### src/rtl/hcvt_pkg.sv
package hcvt_pkg;
    localparam int SP_EXP_W  = 8;
    localparam int SP_FRAC_W = 23;
    localparam int SP_W      = 1 + SP_EXP_W + SP_FRAC_W;
    localparam int HP_EXP_W  = 5;
    localparam int HP_FRAC_W = 10;
    localparam int HP_W      = 1 + HP_EXP_W + HP_FRAC_W;
    localparam int SP_BIAS   = (1 << (SP_EXP_W - 1)) - 1;
    localparam int HP_BIAS   = (1 << (HP_EXP_W - 1)) - 1;
    localparam int MANT_W    = SP_FRAC_W + 1;
    localparam int DROP_W    = SP_FRAC_W - HP_FRAC_W;
    localparam int SH_W      = 5;
    localparam int HP_EMAX   = (1 << HP_EXP_W) - 1;

    typedef enum logic [2:0] {
        CL_ZERO,
        CL_TINY,
        CL_FINITE,
        CL_HUGE,
        CL_INF,
        CL_NAN
    } num_class_e;

    typedef struct packed {
        logic ovf;
        logic unf;
        logic inx;
    } hflags_t;
endpackage

### src/rtl/hcvt_classify.sv
module hcvt_classify
    import hcvt_pkg::*;
#(
    parameter int EXP_W  = SP_EXP_W,
    parameter int FRAC_W = SP_FRAC_W
) (
    input  logic [EXP_W+FRAC_W:0] word,
    output num_class_e            cls,
    output logic [HP_EXP_W-1:0]   exp_field,
    output logic [SH_W-1:0]       sh,
    output logic [FRAC_W:0]       mant
);
    localparam int ESW = EXP_W + 2;
    localparam logic signed [ESW-1:0] BIAS_GAP = ESW'(SP_BIAS - HP_BIAS);
    localparam logic signed [ESW-1:0] EH_TOP   = ESW'(HP_EMAX);
    localparam logic signed [ESW-1:0] EH_LOW   = -ESW'(HP_FRAC_W);
    localparam logic signed [ESW-1:0] SUB_BASE = ESW'(DROP_W + 1);

    logic [EXP_W-1:0]         e_in;
    logic [FRAC_W-1:0]        f_in;
    logic signed [ESW-1:0]    eh;

    assign e_in = word[EXP_W+FRAC_W-1:FRAC_W];
    assign f_in = word[FRAC_W-1:0];
    assign eh   = $signed({2'b00, e_in}) - BIAS_GAP;
    assign mant = {|e_in, f_in};

    always_comb begin
        cls       = CL_ZERO;
        exp_field = '0;
        sh        = SH_W'(DROP_W);
        if (&e_in) begin
            cls = (|f_in) ? CL_NAN : CL_INF;
        end else if (e_in == '0) begin
            cls = (|f_in) ? CL_TINY : CL_ZERO;
        end else if (eh > EH_TOP) begin
            cls = CL_HUGE;
        end else if (eh < EH_LOW) begin
            cls = CL_TINY;
        end else begin
            cls = CL_FINITE;
            if (eh > 0) begin
                exp_field = HP_EXP_W'(eh);
            end else begin
                sh = SH_W'(SUB_BASE - eh);
            end
        end
    end
endmodule

### src/rtl/hcvt_round.sv
module hcvt_round
    import hcvt_pkg::*;
#(
    parameter int M_W = MANT_W,
    parameter int F_W = HP_FRAC_W,
    parameter int E_W = HP_EXP_W
) (
    input  logic [M_W-1:0]     mant,
    input  logic [SH_W-1:0]    sh,
    input  logic [E_W-1:0]     exp_field,
    output logic [E_W+F_W:0]   sum,
    output logic               inexact
);
    localparam int KEEP_W = M_W + F_W;

    logic [KEEP_W-1:0] ext;
    logic [F_W-1:0]    q;
    logic              guard_b;
    logic              sticky_b;
    logic              rup;

    assign ext      = KEEP_W'({mant, {M_W{1'b0}}} >> sh);
    assign q        = ext[KEEP_W-1:M_W];
    assign guard_b  = ext[M_W-1];
    assign sticky_b = |ext[M_W-2:0];
    assign rup      = guard_b & (sticky_b | q[0]);
    assign sum      = {1'b0, exp_field, q} + (E_W+F_W+1)'(rup);
    assign inexact  = guard_b | sticky_b;
endmodule

### src/rtl/sp2hp_rounder.sv
module sp2hp_rounder
    import hcvt_pkg::*;
(
    input  logic        clk,
    input  logic        rst_n,
    input  logic        in_vld,
    input  logic        in_alt,
    input  logic [31:0] in_word,
    output logic        out_vld,
    output logic [15:0] out_half,
    output logic        out_ovf,
    output logic        out_unf,
    output logic        out_inx
);
    localparam logic [HP_W-2:0] INF_MAG = {{HP_EXP_W{1'b1}}, {HP_FRAC_W{1'b0}}};
    localparam logic [HP_W-2:0] SAT_MAG = {(HP_W-1){1'b1}};
    localparam logic [HP_EXP_W:0] STD_TOP = (HP_EXP_W+1)'(HP_EMAX);

    num_class_e          cls;
    logic [HP_EXP_W-1:0] exp_field;
    logic [SH_W-1:0]     sh;
    logic [MANT_W-1:0]   mant;
    logic [HP_W-1:0]     sum;
    logic                rnd_inx;
    logic                sgn;
    logic [HP_W-1:0]     nx_half;
    hflags_t             nx_flg;

    assign sgn = in_word[SP_W-1];

    hcvt_classify u_classify (
        .word      (in_word),
        .cls       (cls),
        .exp_field (exp_field),
        .sh        (sh),
        .mant      (mant)
    );

    hcvt_round u_round (
        .mant      (mant),
        .sh        (sh),
        .exp_field (exp_field),
        .sum       (sum),
        .inexact   (rnd_inx)
    );

    // Output selection by input class.
    always_comb begin
        nx_half = {sgn, {(HP_W-1){1'b0}}};
        nx_flg  = '0;
        unique case (cls)
            CL_ZERO: begin
                nx_half = {sgn, {(HP_W-1){1'b0}}};
            end
            CL_TINY: begin
                nx_flg = '{ovf: 1'b0, unf: 1'b1, inx: 1'b1};
            end
            CL_FINITE: begin
                if (!in_alt && (sum[HP_W-1:HP_FRAC_W] >= STD_TOP)) begin
                    nx_half = {sgn, INF_MAG};
                    nx_flg  = '{ovf: 1'b1, unf: 1'b0, inx: 1'b1};
                end else if (in_alt && sum[HP_W-1]) begin
                    nx_half = {sgn, SAT_MAG};
                    nx_flg  = '{ovf: 1'b1, unf: 1'b0, inx: 1'b1};
                end else begin
                    nx_half = {sgn, sum[HP_W-2:0]};
                    nx_flg  = '{ovf: 1'b0,
                                unf: rnd_inx && (exp_field == '0),
                                inx: rnd_inx};
                end
            end
            CL_HUGE: begin
                nx_half = {sgn, in_alt ? SAT_MAG : INF_MAG};
                nx_flg  = '{ovf: 1'b1, unf: 1'b0, inx: 1'b1};
            end
            CL_INF: begin
                nx_half = {sgn, in_alt ? SAT_MAG : INF_MAG};
                nx_flg  = in_alt ? '{ovf: 1'b1, unf: 1'b0, inx: 1'b1} : '0;
            end
            CL_NAN: begin
                if (in_alt) begin
                    nx_half = {sgn, SAT_MAG};
                    nx_flg  = '{ovf: 1'b1, unf: 1'b0, inx: 1'b1};
                end else begin
                    nx_half = {sgn, {HP_EXP_W{1'b1}}, 1'b1,
                               in_word[SP_FRAC_W-2 -: HP_FRAC_W-1]};
                end
            end
            default: begin
                nx_half = '0;
            end
        endcase
    end

    // Result register.
    always_ff @(posedge clk or negedge rst_n) begin
        if (!rst_n) begin
            out_vld  <= 1'b0;
            out_half <= '0;
            out_ovf  <= 1'b0;
            out_unf  <= 1'b0;
            out_inx  <= 1'b0;
        end else begin
            out_vld <= in_vld;
            if (in_vld) begin
                out_half <= nx_half;
                out_ovf  <= nx_flg.ovf;
                out_unf  <= nx_flg.unf;
                out_inx  <= nx_flg.inx;
            end
        end
    end

    a_r9_vld_follows: assert property (@(posedge clk) disable iff (!rst_n)
        in_vld |=> out_vld);
    a_r9_vld_drops: assert property (@(posedge clk) disable iff (!rst_n)
        !in_vld |=> !out_vld);
    a_r9_hold: assert property (@(posedge clk) disable iff (!rst_n)
        !in_vld |=> ($stable(out_half) && $stable(out_inx)));
    a_r8_ovf_inexact: assert property (@(posedge clk) disable iff (!rst_n)
        out_ovf |-> out_inx);
    a_r8_unf_inexact: assert property (@(posedge clk) disable iff (!rst_n)
        out_unf |-> (out_inx && !out_ovf));
    a_r3_shift_range: assert property (@(posedge clk) disable iff (!rst_n)
        (cls == CL_FINITE) |-> (sh >= SH_W'(DROP_W) && sh <= SH_W'(DROP_W + HP_FRAC_W + 1)));
    a_r3_sub_carry: assert property (@(posedge clk) disable iff (!rst_n)
        (cls == CL_FINITE && exp_field == '0) |-> (sum <= HP_W'(1 << HP_FRAC_W)));
endmodule

### config.mk
export PLATFORM = sky130hd
export DESIGN_NAME = sp2hp_rounder
export DESIGN_NICKNAME = d
export VERILOG_FILES = /design/src/rtl/hcvt_pkg.sv /design/src/rtl/hcvt_classify.sv /design/src/rtl/hcvt_round.sv /design/src/rtl/sp2hp_rounder.sv
export SDC_FILE = /design/constraint.sdc
export NUM_CORES = 1
export LEC_CHECK = 0
export ABC_AREA = 1
export BUFFER_PORTS_ARGS = -buffer_cell sky130_fd_sc_hd__buf_4
export CAP_MARGIN = 20
export CORE_ASPECT_RATIO = 1.2
export CORE_UTILIZATION = 40
export CTS_CLUSTER_DIAMETER = 150
export CTS_CLUSTER_SIZE = 30
export DETAILED_ROUTE_END_ITERATION = 10
export SLEW_MARGIN = 20
export SYNTH_ARGS = -nofsm -noshare
export SYNTH_HDL_FRONTEND = slang
export SYNTH_HIERARCHICAL = 1
export SYNTH_SLANG_ARGS = --single-unit
### constraint.sdc
create_clock -name clk -period 1.06 [get_ports clk]
set_input_delay 0.053 -clock clk [delete_from_list [all_inputs] [get_ports clk]]
set_output_delay 0.053 -clock clk [all_outputs]
set_load 0.01 [all_outputs]
Word-level counts from Yosys, hierarchy flattened --
Index checks and enable logic that the tools add are counted.
Storage, ports and cells: register bits 20, output and inout port bits 20, word-level logic and storage cells 60
Operators by class: add/subtract/negate cells 3, order comparisons 4, eq/ne operators 5, shifts and indexed selects 1, mux-type cells 25, bitwise operators 3, reductions and logical operators 14
Operators with widths (number):
- case mux 16 bit (4 select lines) | 1
- 2-to-1 mux 5 bit | 10
- right shift 48 x 5 -> 34 bit | 1
- OR reduction 23 bit | 2
- 2-to-1 mux 15 bit | 2
- 2-to-1 mux 3 bit | 6
- adder 15 x 1 -> 16 bit | 1
- case mux 3 bit (4 select lines) | 1
- 2-to-1 mux 10 bit | 1
- > comparator 9 x 1 -> 1 bit (second input constant) | 1
- > comparator 9 x 6 -> 1 bit (second input constant) | 1
- less-than comparator 9 x 5 -> 1 bit (second input constant) | 1
- 2-to-1 mux 9 bit | 1
- subtractor 8 x 7 -> 9 bit (second input constant) | 1
- zero test 8 bit | 1
- AND reduction 8 bit | 1
- OR reduction 8 bit | 1
- equality test 3 x 2 -> 1 bit (second input constant) | 2
- equality test 3 bit (second input constant) | 2
- >= comparator 6 x 5 -> 1 bit (second input constant) | 1
- OR reduction 2 bit | 3
- zero test 5 bit | 1
- subtractor 5 bit (first input constant) | 1
- equality test 3 x 1 -> 1 bit (second input constant) | 1
- 7 further kinds | 11

Depth between registers and ports, before layout --
Gate-level depths: netlist of run 1.
depth in word-level cells 16, mapped depth 34, mapped depth without buffers 32

By module --
The synthesis of run 1 kept the hierarchy.
Modules (own cells, without submodules):
- hcvt_round | times used 1, cells each 367, area each 1825.5 µm², seq. area each 0.0 µm²
- sp2hp_rounder | times used 1, cells each 178, area each 1218.7 µm², seq. area each 500.5 µm²
- hcvt_classify | times used 1, cells each 120, area each 734.5 µm², seq. area each 0.0 µm²

Least setup slack after synthesis of run 1 --
No wires, ideal clock.
path kind input to register, start in in_word[27], end reg out_half[0], arrival 3179 ps, required time 944 ps, path slack -2235 ps, stages on the path 31, buffers on the path 3, cell sequence inv_1 ha_1 inv_1 nor2_1 nand3_1 o21bai_4 nand3b_1 nor2_1 buf_6 inv_4 buf_4 nand3_1 nand3_1 nand3_1 nand2_1 o21ai_2 nand2_2 inv_1 ha_1 nand3_1 nor2_2 nand3b_1 nand2_1 nand2_1 o21ai_0 nand2_1 buf_6 nand2_1 o21ai_1 nand2_1 nand2_1
Between the ends: cells in the longest elaborated chain, start to end 16, elaborated cells on any way between the ends 41, classes of those cells add/sub (3); order compare (4); eq/ne (5); shift (1); mux (17); bitwise (2); reduce/logical (9)
Ends and longest elaborated chain:
- from (decl) | line sp2hp_rounder.sv:8 | input logic [31:0] in_word,
- subtractor 8 x 7 -> 9 bit | line hcvt_classify.sv:25 | assign eh = $signed({2'b00, e_in}) - BIAS_GAP;
- > comparator 9 x 1 -> 1 bit | line hcvt_classify.sv:42 | if (eh > 0) begin
- 2-to-1 mux 5 bit | line hcvt_classify.sv:42
- 2-to-1 mux 5 bit | line hcvt_classify.sv:38 | end else if (eh < EH_LOW) begin
- 2-to-1 mux 5 bit | line hcvt_classify.sv:36 | end else if (eh > EH_TOP) begin
- 2-to-1 mux 5 bit | line hcvt_classify.sv:34 | end else if (e_in == '0) begin
- 2-to-1 mux 5 bit * | line hcvt_classify.sv:32 | if (&e_in) begin
- net sh[1] | line sp2hp_rounder.sv:21 | logic [SH_W-1:0] sh;
- (+2 left out)
- OR 1 bit | line hcvt_round.sv:26 | assign rup = guard_b & (sticky_b | q[0]);
- AND 1 bit | line hcvt_round.sv:26
- adder 15 x 1 -> 16 bit * | line hcvt_round.sv:27 | assign sum = {1'b0, exp_field, q} + (E_W+F_W+1)'(rup);
- net sum[14] | line sp2hp_rounder.sv:23 | logic [HP_W-1:0] sum;
- >= comparator 6 x 5 -> 1 bit * | line sp2hp_rounder.sv:59 | if (!in_alt && (sum[HP_W-1:HP_FRAC_W] >= STD_TOP)) begin
- logical AND 1 bit * | line sp2hp_rounder.sv:59
- 2-to-1 mux 15 bit * | line sp2hp_rounder.sv:59
- case mux 16 bit (4 select lines) * | line sp2hp_rounder.sv:51 | unique case (cls)
- to (signal assigned) | line sp2hp_rounder.sv:106 | out_half <= nx_half;
- to (decl) | line sp2hp_rounder.sv:10 | output logic [15:0] out_half,
Mark *: on every way through the listed nets, which the timed path passes. The rest lies on a longest branch. A chain may end at the register's enable or synchronous reset.

Worst setup path after layout of run 1 --
start in in_word[27], end reg out_half[0]
Between the ends: cells in the longest elaborated chain, start to end 16, elaborated cells on any way between the ends 41, classes of those cells add/sub (3); order compare (4); eq/ne (5); shift (1); mux (17); bitwise (2); reduce/logical (9)
Ends and longest elaborated chain (line):
- subtractor 8 x 7 -> 9 bit | hcvt_classify.sv:25
- > comparator 9 x 1 -> 1 bit | hcvt_classify.sv:42
- 2-to-1 mux 5 bit | hcvt_classify.sv:42
- 2-to-1 mux 5 bit | hcvt_classify.sv:38
- 2-to-1 mux 5 bit | hcvt_classify.sv:36
- 2-to-1 mux 5 bit | hcvt_classify.sv:34
- 2-to-1 mux 5 bit * | hcvt_classify.sv:32
- net sh[0] | sp2hp_rounder.sv:21
- (+2 left out)
- OR 1 bit | hcvt_round.sv:26
- AND 1 bit | hcvt_round.sv:26
- adder 15 x 1 -> 16 bit * | hcvt_round.sv:27
- net sum[15] | sp2hp_rounder.sv:23
- >= comparator 6 x 5 -> 1 bit or logical AND 1 bit (tied branches) | sp2hp_rounder.sv:59, sp2hp_rounder.sv:62
- logical AND 1 bit or 2-to-1 mux 15 bit (tied branches) | sp2hp_rounder.sv:59, sp2hp_rounder.sv:62
- 2-to-1 mux 15 bit * | sp2hp_rounder.sv:59
- case mux 16 bit (4 select lines) * | sp2hp_rounder.sv:51
Marked as above.

==> results of run 1 <==
==> what timing repair did <==
item	in CTS	in global routing
resized for setup	110	86
endpoints found under the hold margin	20	0
endpoints found under the setup margin	19	19
setup buffers	31	16
pin swaps	49	56
hold buffers	1	0
gates cloned	6	1
==> cell families (layout without fill, tap and decap cells) <==
| kind of cell | after synthesis | after routing | synth area share [%] |
|---|---|---|---|
| XOR/XNOR | 9 | 9 | 2.09 |
| AND/OR/NAND/NOR | 480 | 480 | 58.4 |
| AO/OA/AOI/OAI | 54 | 54 | 9.11 |
| flip-flops | 20 | 20 | 13.2 |
| buffers and inverters | 96 | 279 | 15.2 |
| adder cells (fa/ha/maj) | 6 | 6 | 1.99 |
==> worst paths after layout <==
check	start	to	slack, ns	depth (start not counted)
worst min-delay path	in_vld	out_vld$_DFF_PN0_	0.04	1
worst min register to register	out_half[6]$_DFFE_PN0P_	out_half[6]$_DFFE_PN0P_	0.47	2
worst max-delay path	in_word[27]	out_half[0]$_DFFE_PN0P_	-2.14	33
max in group asynchronous	rst_n	out_half[8]$_DFFE_PN0P_	0.66	2
worst max register to register	out_inx$_DFFE_PN0P_	out_inx$_DFFE_PN0P_	0.31	2
min in group asynchronous	rst_n	out_half[9]$_DFFE_PN0P_	0.20	2
==> report_power, final <==
| part | internal, mW | switching [mW] |
|---|---|---|
| combinational | 1.44 | 1.64 |
| clock | 0.253 | 0.230 |
| sequential | 0.862 | 0.0536 |
| total | 2.55 | 1.92 |
==> through the flow <==
step | setup TNS [ns] | std cells | worst slack, ns | hold slack [ns]
6_report | -37.91 | 968 | -2.14 | 0.0353
5_1_grt | -41.09 | 968 | -2.30 | 0.0284
4_1_cts | -35.45 | 953 | -1.99 | 0.0284
3_5_place_dp | -44.72 | 912 | -2.52 | -0.0603
3_3_place_gp | -42.94 | 912 | -2.40 | -0.0627
2_1_floorplan | -35.35 | 665 | -2.02 | -0.243
==> routing by layer <==
| layer | vias up | track usage, % |
|---|---|---|
| met5 | - | 0 |
| met4 | 0 | 12.8 |
| met3 | 83 | 1.20 |
| met2 | 247 | 50.8 |
| met1 | 2418 | 29.6 |
| li1 | 2525 | - |
==> area by class of cell <==
cell class	instances	area, um2	area share [%]
Clock buffer	3	41.3	0.647
Inverter	45	216	3.39
Multi-Input combinational cell	549	3490	54.7
Sequential cell	20	500	7.85
Tap cell	120	150	2.35
Timing Repair Buffer	228	1940	30.4
Timing Repair inverter	3	41.3	0.647
==> cells in the mapped netlist, types with 2 or more instances <==
cell type	number
o21ai_0	13
nor3_1	4
nor2_1	64
o22ai_2	4
nand4_1	14
nand2_1	221
nand3b_1	5
nand3_2	4
nor2_4	3
dfrtp_1	20
inv_1	38
xnor2_1	3
nand2_4	4
inv_2	4
nor2_2	11
buf_6	9
buf_2	11
buf_1	2
nand3_1	125
xor2_1	6
a21oi_1	18
ha_1	6
buf_4	26
o211ai_1	2
o21ai_1	10
nand2_2	21
==> state kept, by name (all words and copies together) (netlist names) <==
register,count
out_unf,1
out_ovf,1
out_vld,1
out_inx,1
out_half,16
==> worst max-delay path: cells and delay by family <==
family / cells / cell delay, ns
buffers and inverters: 9 / 0.86
AOI/OAI and AO/OA: 3 / 0.37
and+or+nand+nor: 20 / 1.80
adders and majority gates: 1 / 0.26
==> impl_metrics.tcl, run 1 <==
set metrics [dict create \
    status "finished with violations" \
    violations "setup timing" \
    crit_fanout 6 \
    leakage_nw 3.21 \
    synth_top_cell_area_share_pct 22.0 \
    worst_pin_slew_ns 0.253 \
    drc 0 \
    cts.htree.levels 1 \
    yosysTopAreaCell "nand2_1" \
    cp.arrival_ns 3.35 \
    wl_per_cell_um 14.8 \
    highest_layer "met4" \
    nets 892 \
    post-route-period-util_pct 301 \
    cts_tree "yes" \
    ys_ff_latch 20 \
    fmax_mhz 313 \
    antennaDiodeCount 0 \
    hold_class "input port to flip-flop" \
    root_buffer "clkbuf_8" \
    drt-total-wl_mm 14.3 \
    grtUsageTotal_pct 26.4 \
    fin_skew_ns 0 \
    clk_latency_ns 0.26 \
    dieArea_um2 9840 \
    ys_types 43 \
    rsz0062_at_grt "true" \
    power_mw 4.47 \
    die_w_um 90.7 \
    die_h_um 108 \
    hold_viol_final 0 \
    endpoint_kind "flip-flop" \
    setup_ws_ns -2.14 \
    maxCapViolCount 0 \
    post_dp_cell_area_um2 5030 \
    cts_buffer_depth 2 \
    final_util_pct 69.9 \
    grt_pass1_vias 4752 \
    place.port_buffers 55 \
    syn-cell-area_um2 3780 \
    gp_congestion 0.971 \
    rows 38 \
    finalSetupViolations 19 \
    synth_edf_count 0 \
    worst-setup-path-type "input port to flip-flop" \
    wl_met2_mm 7.31 \
    first_pass_iters 5 \
    ys.flop_type "dfrtp_1" \
    maxSlewViolCount 0 \
    ys_seq_area_share_pct 13.2 \
    required_ns 1.21 \
    avgViaCountPerCell 5.45 \
    io_pins 56 \
    maxSlewHeadroom_pct 83.1 \
    avgSynthCellArea_um2 5.68 \
    fin_area_um2 6380 \
    power_density_nw_per_um2 701 \
    path_common_cell "nand2_1" \
    place_hpwl_mm 9.59 \
    clkTransAtPathRegs_ns 0.06 \
    layout_commonest_cell "buf_4" \
    fillers 760 \
    grt_max_degree 27 \
    syn_inst 665 \
    antenna_found_initial 0 \
    final_antenna_net_count 0 \
    grt_pass1_wl_mm 21.4 \
    design.core.area_um2 9130 \
    syn_to_final_growth_pct 68.8 \
    drive_gt1_share_pct 52.2 \
    ir_drop_mv 0.377 \
    initial_core_util_pct 41.4 \
    num_vias 5273 \
    worst_path_max_delay_cell "ha_4" \
    wl_met1_mm 5.31 \
    period_minus_slack_ns 3.20 \
    synth_fp_nets 707 \
    yosysWarnings 6 \
    most-common-layout-cells "199 x buf_4, 173 x nand2_1, 60 x nand3_1, 60 x nand3_2, 56 x nand2_2" \
    dr_wl_met3_um 885 \
    synthArstFlopShare_pct 100 \
    critPathMaxStageDelay_ns 0.26 \
    cts_made_buffers 3 \
    worst_setup_path_start_kind "input port" \
    overflow 0 \
    dr.first_iter.drc_count 328 \
    yosys-top-cells-area "nand2_1 22%, nand3_1 17%, dfrtp_1 13%" \
    cts.sinks 20 \
]
Note: power is estimated with default switching activity, not from simulation.
==> run 2, diff against run 1 <==
--- a/config.mk
+++ b/config.mk
@@ -9,10 +9,10 @@
 export BUFFER_PORTS_ARGS = -buffer_cell sky130_fd_sc_hd__buf_4
 export CAP_MARGIN = 20
 export CORE_ASPECT_RATIO = 1.2
-export CORE_UTILIZATION = 40
+export CORE_UTILIZATION = 45
 export CTS_CLUSTER_DIAMETER = 150
-export CTS_CLUSTER_SIZE = 30
 export DETAILED_ROUTE_END_ITERATION = 10
+export PLACE_DENSITY = 0.65
 export SLEW_MARGIN = 20
 export SYNTH_ARGS = -nofsm -noshare
 export SYNTH_HDL_FRONTEND = slang
==> run 2 against run 1 <==
- the flow still finishes with violations (setup timing)
- die area down 11%
- design area is 3.3% lower
- clock skew did not move
- via count down 3.4%
- global-route usage is 5.1 points higher
- critical endpoint is now out_half[1]$_DFFE_PN0P_
- cell count decreased by 2.2%
- highest routed layer unchanged
- core utilization increased by 5.8 points
- wire length shrank 1.9%
- count of clock-buffer cells in the layout did not move
- setup slack got worse by 0.032 ns
==> impl_metrics.tcl, run 2 (same netlist as run 1, synthesis figures left out) <==
set metrics [dict create \
    status "finished with violations" \
    violations "setup timing" \
    maxSlewViolCount 0 \
    die_h_um 102 \
    cp.arrival_ns 3.37 \
    antennaDiodeCount 0 \
    gp_congestion 1.01 \
    worst_path_max_delay_cell "ha_4" \
    fin_skew_ns 0 \
    ir_drop_mv 0.327 \
    critPathMaxStageDelay_ns 0.26 \
    rsz0062_at_grt "true" \
    required_ns 1.20 \
    endpoint_kind "flip-flop" \
    most-common-layout-cells "187 x buf_4, 168 x nand2_1, 67 x nand3_1, 66 x nand2_2, 57 x nand3_2" \
    worst_setup_path_start_kind "input port" \
    finalSetupViolations 19 \
    maxCapViolCount 0 \
    maxSlewHeadroom_pct 73.6 \
    cts.htree.levels 1 \
    leakage_nw 3.12 \
    place.port_buffers 55 \
    setup_ws_ns -2.17 \
    crit_fanout 6 \
    grtUsageTotal_pct 31.5 \
    fillers 638 \
    grt_pass1_vias 5086 \
    worst-setup-path-type "input port to flip-flop" \
    clk_latency_ns 0.24 \
    root_buffer "clkbuf_8" \
    overflow 0 \
    die_w_um 85.7 \
    place_hpwl_mm 9.31 \
    power_density_nw_per_um2 710 \
    holdWs_ns 0.0436 \
    nets 877 \
    num_vias 5093 \
    drc 0 \
    antenna_found_initial 0 \
    critPathTopFamily "simple AND/OR/NAND/NOR gates" \
    syn_to_final_growth_pct 63.2 \
    wl_per_cell_um 14.8 \
    clkTransAtPathRegs_ns 0.06 \
    register_area_um2 500 \
    drt-total-wl_mm 14.0 \
    io_pins 56 \
    design.core.area_um2 8150 \
    cts_buffer_depth 2 \
    cts_tree "yes" \
    grt_max_degree 21 \
    avgViaCountPerCell 5.38 \
    largest_register "out_half" \
    rows 36 \
    worst_pin_slew_ns 0.395 \
    hold_class "input port to flip-flop" \
    cts_made_buffers 3 \
    hold_viol_final 0 \
    layout_commonest_cell "buf_4" \
    final_util_pct 75.6 \
    multiInputGateArea_um2 3420 \
    cts.sinks 20 \
    initial_core_util_pct 46.3 \
    largest_register_ffs 16 \
    post_dp_cell_area_um2 4980 \
    post-route-period-util_pct 305 \
    period_minus_slack_ns 3.23 \
    dieArea_um2 8770 \
    dr.first_iter.drc_count 348 \
    fmax_mhz 310 \
    drive_gt1_share_pct 50.7 \
    final_antenna_net_count 0 \
    critPathBufInv 7 \
    first_pass_iters 5 \
    grt_pass1_wl_mm 22.5 \
    fin_area_um2 6170 \
]
run 2: path summary, 6_finish.rpt:
kind | from | end | slack, ns | depth (start not counted)
max | in_word[27] | out_half[1]$_DFFE_PN0P_ | -2.17 | 28
min reg2reg | out_half[7]$_DFFE_PN0P_ | out_half[7]$_DFFE_PN0P_ | 0.47 | 2
max reg2reg | out_inx$_DFFE_PN0P_ | out_inx$_DFFE_PN0P_ | 0.30 | 2
min in group asynchronous | rst_n | out_half[4]$_DFFE_PN0P_ | 0.22 | 2
min | in_word[31] | out_half[15]$_DFFE_PN0P_ | 0.04 | 3
max in group asynchronous | rst_n | out_half[7]$_DFFE_PN0P_ | 0.64 | 2
run 2: metrics by stage:
step / total power, mW / setup WS (ns) / instances / TNS (ns)
after global placement: 3.23 / -2.54 / 905 / -45.08
after detailed placement: 3.28 / -2.64 / 905 / -46.87
after global routing: 4.68 / -2.37 / 947 / -41.96
final: 4.38 / -2.17 / 947 / -38.29
after CTS: 4.17 / -1.95 / 942 / -34.52
after floorplan: 2.34 / -2.02 / 665 / -35.35
run 2: final cells by class:
class	count	share of cell area [%]
multi-input cells	550	55.4
repair buffers	211	29.2
flip-flops and latches	20	8.12
inverters	45	3.55
well taps	114	2.31
repair inverters	4	0.751
clock buffers	3	0.670
run 2: where the power goes:
group	leakage, nW	internal [mW]	switching, mW	total [mW]
combinational	2.84	1.38	1.62	3.01
clock	0.0216	0.251	0.203	0.455
sequential	0.253	0.862	0.0525	0.914
run 2: timing repair:
| action | in CTS | in global routing |
|---|---|---|
| cloned | 9 | 0 |
| hold buffers | 1 | 0 |
| pin swaps | 50 | 20 |
| endpoints found under the setup margin | 19 | 19 |
| gates resized for setup | 139 | 56 |
| setup buffers | 24 | 5 |
| hold endpoints to repair | 20 | 0 |
run 2: layer usage:
| layer | global-route usage [%] | vias to the layer above | wire (um) |
|---|---|---|---|
| met1 | 35.2 | 2341 | 5400 |
| met3 | 2.75 | 61 | 671 |
| met4 | 17.4 | 0 | 627 |
| li1 | - | 2497 | - |
| met5 | 0 | - | 0 |
| met2 | 58.8 | 194 | 7310 |
run 2: tightest hold or removal path, delay by kind of cell:
family,cells,cell delay [ns]
AO/OA/AOI/OAI,1,0.06
buffers and inverters,2,0.15
==> run 3, diff against run 2 <==
--- a/config.mk
+++ b/config.mk
@@ -9,10 +9,10 @@
 export BUFFER_PORTS_ARGS = -buffer_cell sky130_fd_sc_hd__buf_4
 export CAP_MARGIN = 20
 export CORE_ASPECT_RATIO = 1.2
-export CORE_UTILIZATION = 45
+export CORE_UTILIZATION = 64
 export CTS_CLUSTER_DIAMETER = 150
 export DETAILED_ROUTE_END_ITERATION = 10
-export PLACE_DENSITY = 0.65
+export PLACE_DENSITY = 0.88
 export SLEW_MARGIN = 20
 export SYNTH_ARGS = -nofsm -noshare
 export SYNTH_HDL_FRONTEND = slang
==> run 3 against run 2 <==
- area after synthesis did not move
- synthesized cell count unchanged
- the flow now stops in global routing
==> impl_metrics.tcl, run 3 <==
set metrics [dict create \
    status "did not finish" \
    stop_stage "global routing" \
    error "[ERROR DPL-0038] Utilization greater than 100%, impossible to legalize" \
    synth_fp_nets 707 \
    yosysWarnings 6 \
    synthArstFlopShare_pct 100 \
    cts.htree.levels 1 \
    syn_inst 665 \
    synthTopCellsByCount "221 x nand2_1, 125 x nand3_1, 64 x nor2_1" \
    synth_edf_count 0 \
    ys_ff_latch 20 \
    die_w_um 72.1 \
    synth_xor_area_share_pct 2.09 \
    dp_worst_setup_slack_ns -2.65 \
    endpoint_type "sequential cell input" \
    avgSynthCellArea_um2 5.68 \
    die_h_um 86.2 \
    ys_seq_area_share_pct 13.2 \
    rows 30 \
    worst_endpoint "out_inx$_DFFE_PN0P_/D" \
    yosys-top-cells-area "nand2_1 22%, nand3_1 17%, dfrtp_1 13%" \
    syn-cell-area_um2 3780 \
    synth_top_cell_area_share_pct 22.0 \
    cts.sinks 20 \
    yosys.area_share.adder_pct 1.99 \
    synth-compound-area-share_pct 9.11 \
    cts_made_buffers 3 \
    synth-simple-area-share_pct 58.4 \
    place_hpwl_mm 9.11 \
    yosysTopAreaCell "nand2_1" \
    grt_max_degree 27 \
    post-synth-top-count-cell "nand2_1" \
    ys_types 43 \
    io_pins 56 \
    synth_top_family_by_area "simple AND/OR/NAND/NOR gates" \
    cts_buffer_depth 2 \
    ys.flop_type "dfrtp_1" \
    place.port_buffers 55 \
    gp_congestion 1.05 \
    initial_core_util_pct 66.7 \
    yosys-mux-area-fraction_pct 0 \
    root_buffer "clkbuf_8" \
]
==> run 3: cell counts after synthesis <==
No cell type changed its count.
==> run 3: what timing repair did <==
action	CTS
pin swaps	18
hold buffers	1
hold endpoints to repair	20
buffers inserted	11
gates cloned	4
setup endpoints to repair	19
resized for setup	46
==> run 3: logic make-up after synthesis <==
kind of cell	after synthesis
buffers and inverters	96
xor gates and xnor gates	9
and+or+nand+nor	480
DFF	20
AOI/OAI and AO/OA	54
adders and majority gates	6
==> run 3: through the flow <==
step	hold slack, ns	cell area [um2]	util, %	setup TNS, ns	std cells
CTS	0.0331	5210	91.9	-35.81	877
detailed placement	-0.0649	4840	85.3	-46.96	858
global placement	-0.0697	4840	85.3	-43.41	858
floorplan	-0.243	3900	-	-35.35	665
==> run 4, diff against run 3 <==
--- a/config.mk
+++ b/config.mk
@@ -8,11 +8,9 @@
 export ABC_AREA = 1
 export BUFFER_PORTS_ARGS = -buffer_cell sky130_fd_sc_hd__buf_4
 export CAP_MARGIN = 20
-export CORE_ASPECT_RATIO = 1.2
-export CORE_UTILIZATION = 64
-export CTS_CLUSTER_DIAMETER = 150
+export CORE_UTILIZATION = 40
 export DETAILED_ROUTE_END_ITERATION = 10
-export PLACE_DENSITY = 0.88
+export PLACE_DENSITY_LB_ADDON = 0.15
 export SLEW_MARGIN = 20
 export SYNTH_ARGS = -nofsm -noshare
 export SYNTH_HDL_FRONTEND = slang
==> run 4 against run 3 <==
- the flow now finishes, with violations (setup timing)
==> impl_metrics.tcl, run 4 (same netlist as run 1, synthesis figures left out) <==
set metrics [dict create \
    die_h_um 99.2 \
    final_util_pct 66.2 \
    ir_drop_mv 0.452 \
    clkTransAtPathRegs_ns 0.07 \
    cts_tree "yes" \
    place_hpwl_mm 9.48 \
    final_antenna_net_count 0 \
    num_vias 4985 \
    grtUsageTotal_pct 25.9 \
    setup_ws_ns -2.21 \
    antenna_found_initial 0 \
    leakage_nw 3.04 \
    drc 0 \
    grt_max_degree 26 \
    required_ns 1.26 \
    gp_congestion 0.923 \
    layout_commonest_cell "buf_4" \
    holdPathStages 3 \
    first_pass_iters 7 \
    endpoint_kind "flip-flop" \
    root_buffer "clkbuf_8" \
    place.port_buffers 55 \
    hold_class "input port to flip-flop" \
    period_minus_slack_ns 3.27 \
    combPwrFrac_pct 67.1 \
    placed_cells 896 \
    power_density_nw_per_um2 739 \
    violations "setup timing" \
    nets 872 \
    clk_latency_ns 0.25 \
    fin_area_um2 6090 \
    rsz0062_at_grt "true" \
    drt-total-wl_mm 13.2 \
    post_dp_cell_area_um2 4940 \
    cts.sinks 20 \
    io_pins 56 \
    p_seq_share_pct 20.3 \
    status "finished with violations" \
    post-route-period-util_pct 309 \
    largest_register_ffs 16 \
    r2r_cells 2 \
    initial_core_util_pct 41.1 \
    largest_register "out_half" \
    die_w_um 99.2 \
    most-common-layout-cells "184 x buf_4, 183 x nand2_1, 73 x nand3_1, 52 x nand2_2, 49 x nor2_1" \
    hold_viol_final 0 \
    finalSetupViolations 19 \
    fmax_mhz 306 \
    maxSlewViolCount 0 \
    design.core.area_um2 9200 \
    grt_pass1_wl_mm 21.2 \
    cts_buffer_depth 2 \
    drive_gt1_share_pct 48.9 \
    syn_to_final_growth_pct 61.1 \
    fin_skew_ns 0 \
    dieArea_um2 9840 \
    maxCapViolCount 0 \
    cts.htree.levels 1 \
    worst_setup_path_start_kind "input port" \
    p_clk_share_pct 12.6 \
    worst-setup-path-type "input port to flip-flop" \
    swShare_pct 42.2 \
    crit_fanout 25 \
    rows 35 \
    cts_made_buffers 3 \
    avgViaCountPerCell 5.30 \
    maxSlewHeadroom_pct 73.9 \
    antennaDiodeCount 0 \
    power_mw 4.50 \
    grt_pass1_vias 4710 \
    dr.first_iter.drc_count 245 \
    cp.arrival_ns 3.47 \
    p_switching_mw 1.90 \
    wl_per_cell_um 14.0 \
    p_int_mw 2.60 \
    worst_pin_slew_ns 0.391 \
    finalNonFillerCells 940 \
    overflow 0 \
]
run 4: power by group through the flow:
stage,clock (mW),combinational [mW],sequential (mW)
after CTS,0.579,2.74,0.915
after floorplan,0,1.37,0.973
after detailed placement,0,2.36,0.930
after global routing,0.610,3.28,0.929
after global placement,0,2.34,0.924
final,0.567,3.02,0.914
run 4: worst max-delay path, cell delays in order:
cell and delay, ns:
buf_12 0.11, inv_12 0.03, ha_4 0.26, inv_4 0.04, nor2_4 0.13, nand3_4 0.10
o21bai_4 0.17, nand3b_1 0.14, nor2_4 0.18, buf_6 0.16, inv_16 0.07, nand3_1 0.12
nand3_1 0.10, nand3_1 0.11, nand2_2 0.09, o22ai_4 0.25, nand2_4 0.14, nor3_4 0.22
nand3b_1 0.11, nand2_1 0.11, nand2_2 0.07, o21ai_4 0.22, nand2_4 0.13, nand2_4 0.10
nand2_4 0.07, nand2_2 0.06, nand2_1 0.06, nand2_1 0.06
run 4: routing by layer:
layer	vias up	wire length [um]	GRT usage, %
met2	144	6700	47.6
met5	-	0	0
met4	0	316	9.05
li1	2496	-	-
met1	2317	5700	32.3
met3	28	468	1.26
run 4: metrics by stage:
step	hold slack (ns)	TNS (ns)	setup WS (ns)
floorplan	-0.243	-35.35	-2.02
global placement	-0.0598	-45.99	-2.60
detailed placement	-0.0554	-46.73	-2.65
CTS	0.0416	-37.05	-2.00
global route	0.0678	-42.81	-2.41
finish	0.0408	-39.00	-2.21
run 4: final cells by class:
type                       instances  area (um2)
multi-input combinational        552        3440
fill                             840        3110
timing repair buffer             207        1720
sequential                        20         500
inverter                          45         218
tap                              111         139
clock buffer                       4        55.1
timing repair inverter             1        11.3
run 4: final timing paths:
| check | startpoint | end | slack, ns |
|---|---|---|---|
| min in group asynchronous | rst_n | out_vld$_DFF_PN0_ | 0.20 |
| worst min register to register | out_half[11]$_DFFE_PN0P_ | out_half[11]$_DFFE_PN0P_ | 0.47 |
| max in group asynchronous | rst_n | out_half[8]$_DFFE_PN0P_ | 0.66 |
| worst max-delay path | in_word[27] | out_half[11]$_DFFE_PN0P_ | -2.21 |
| worst max register to register | out_inx$_DFFE_PN0P_ | out_inx$_DFFE_PN0P_ | 0.29 |
| worst min-delay path | in_word[31] | out_half[15]$_DFFE_PN0P_ | 0.04 |
run 4: what timing repair did:
item | in CTS | in global routing
buffers inserted | 37 | 9
endpoints found under the hold margin | 21 | 0
gates resized for setup | 87 | 103
pin swaps | 37 | 59
gates cloned | 5 | 1
hold buffers | 2 | 0
endpoints found under the setup margin | 19 | 19
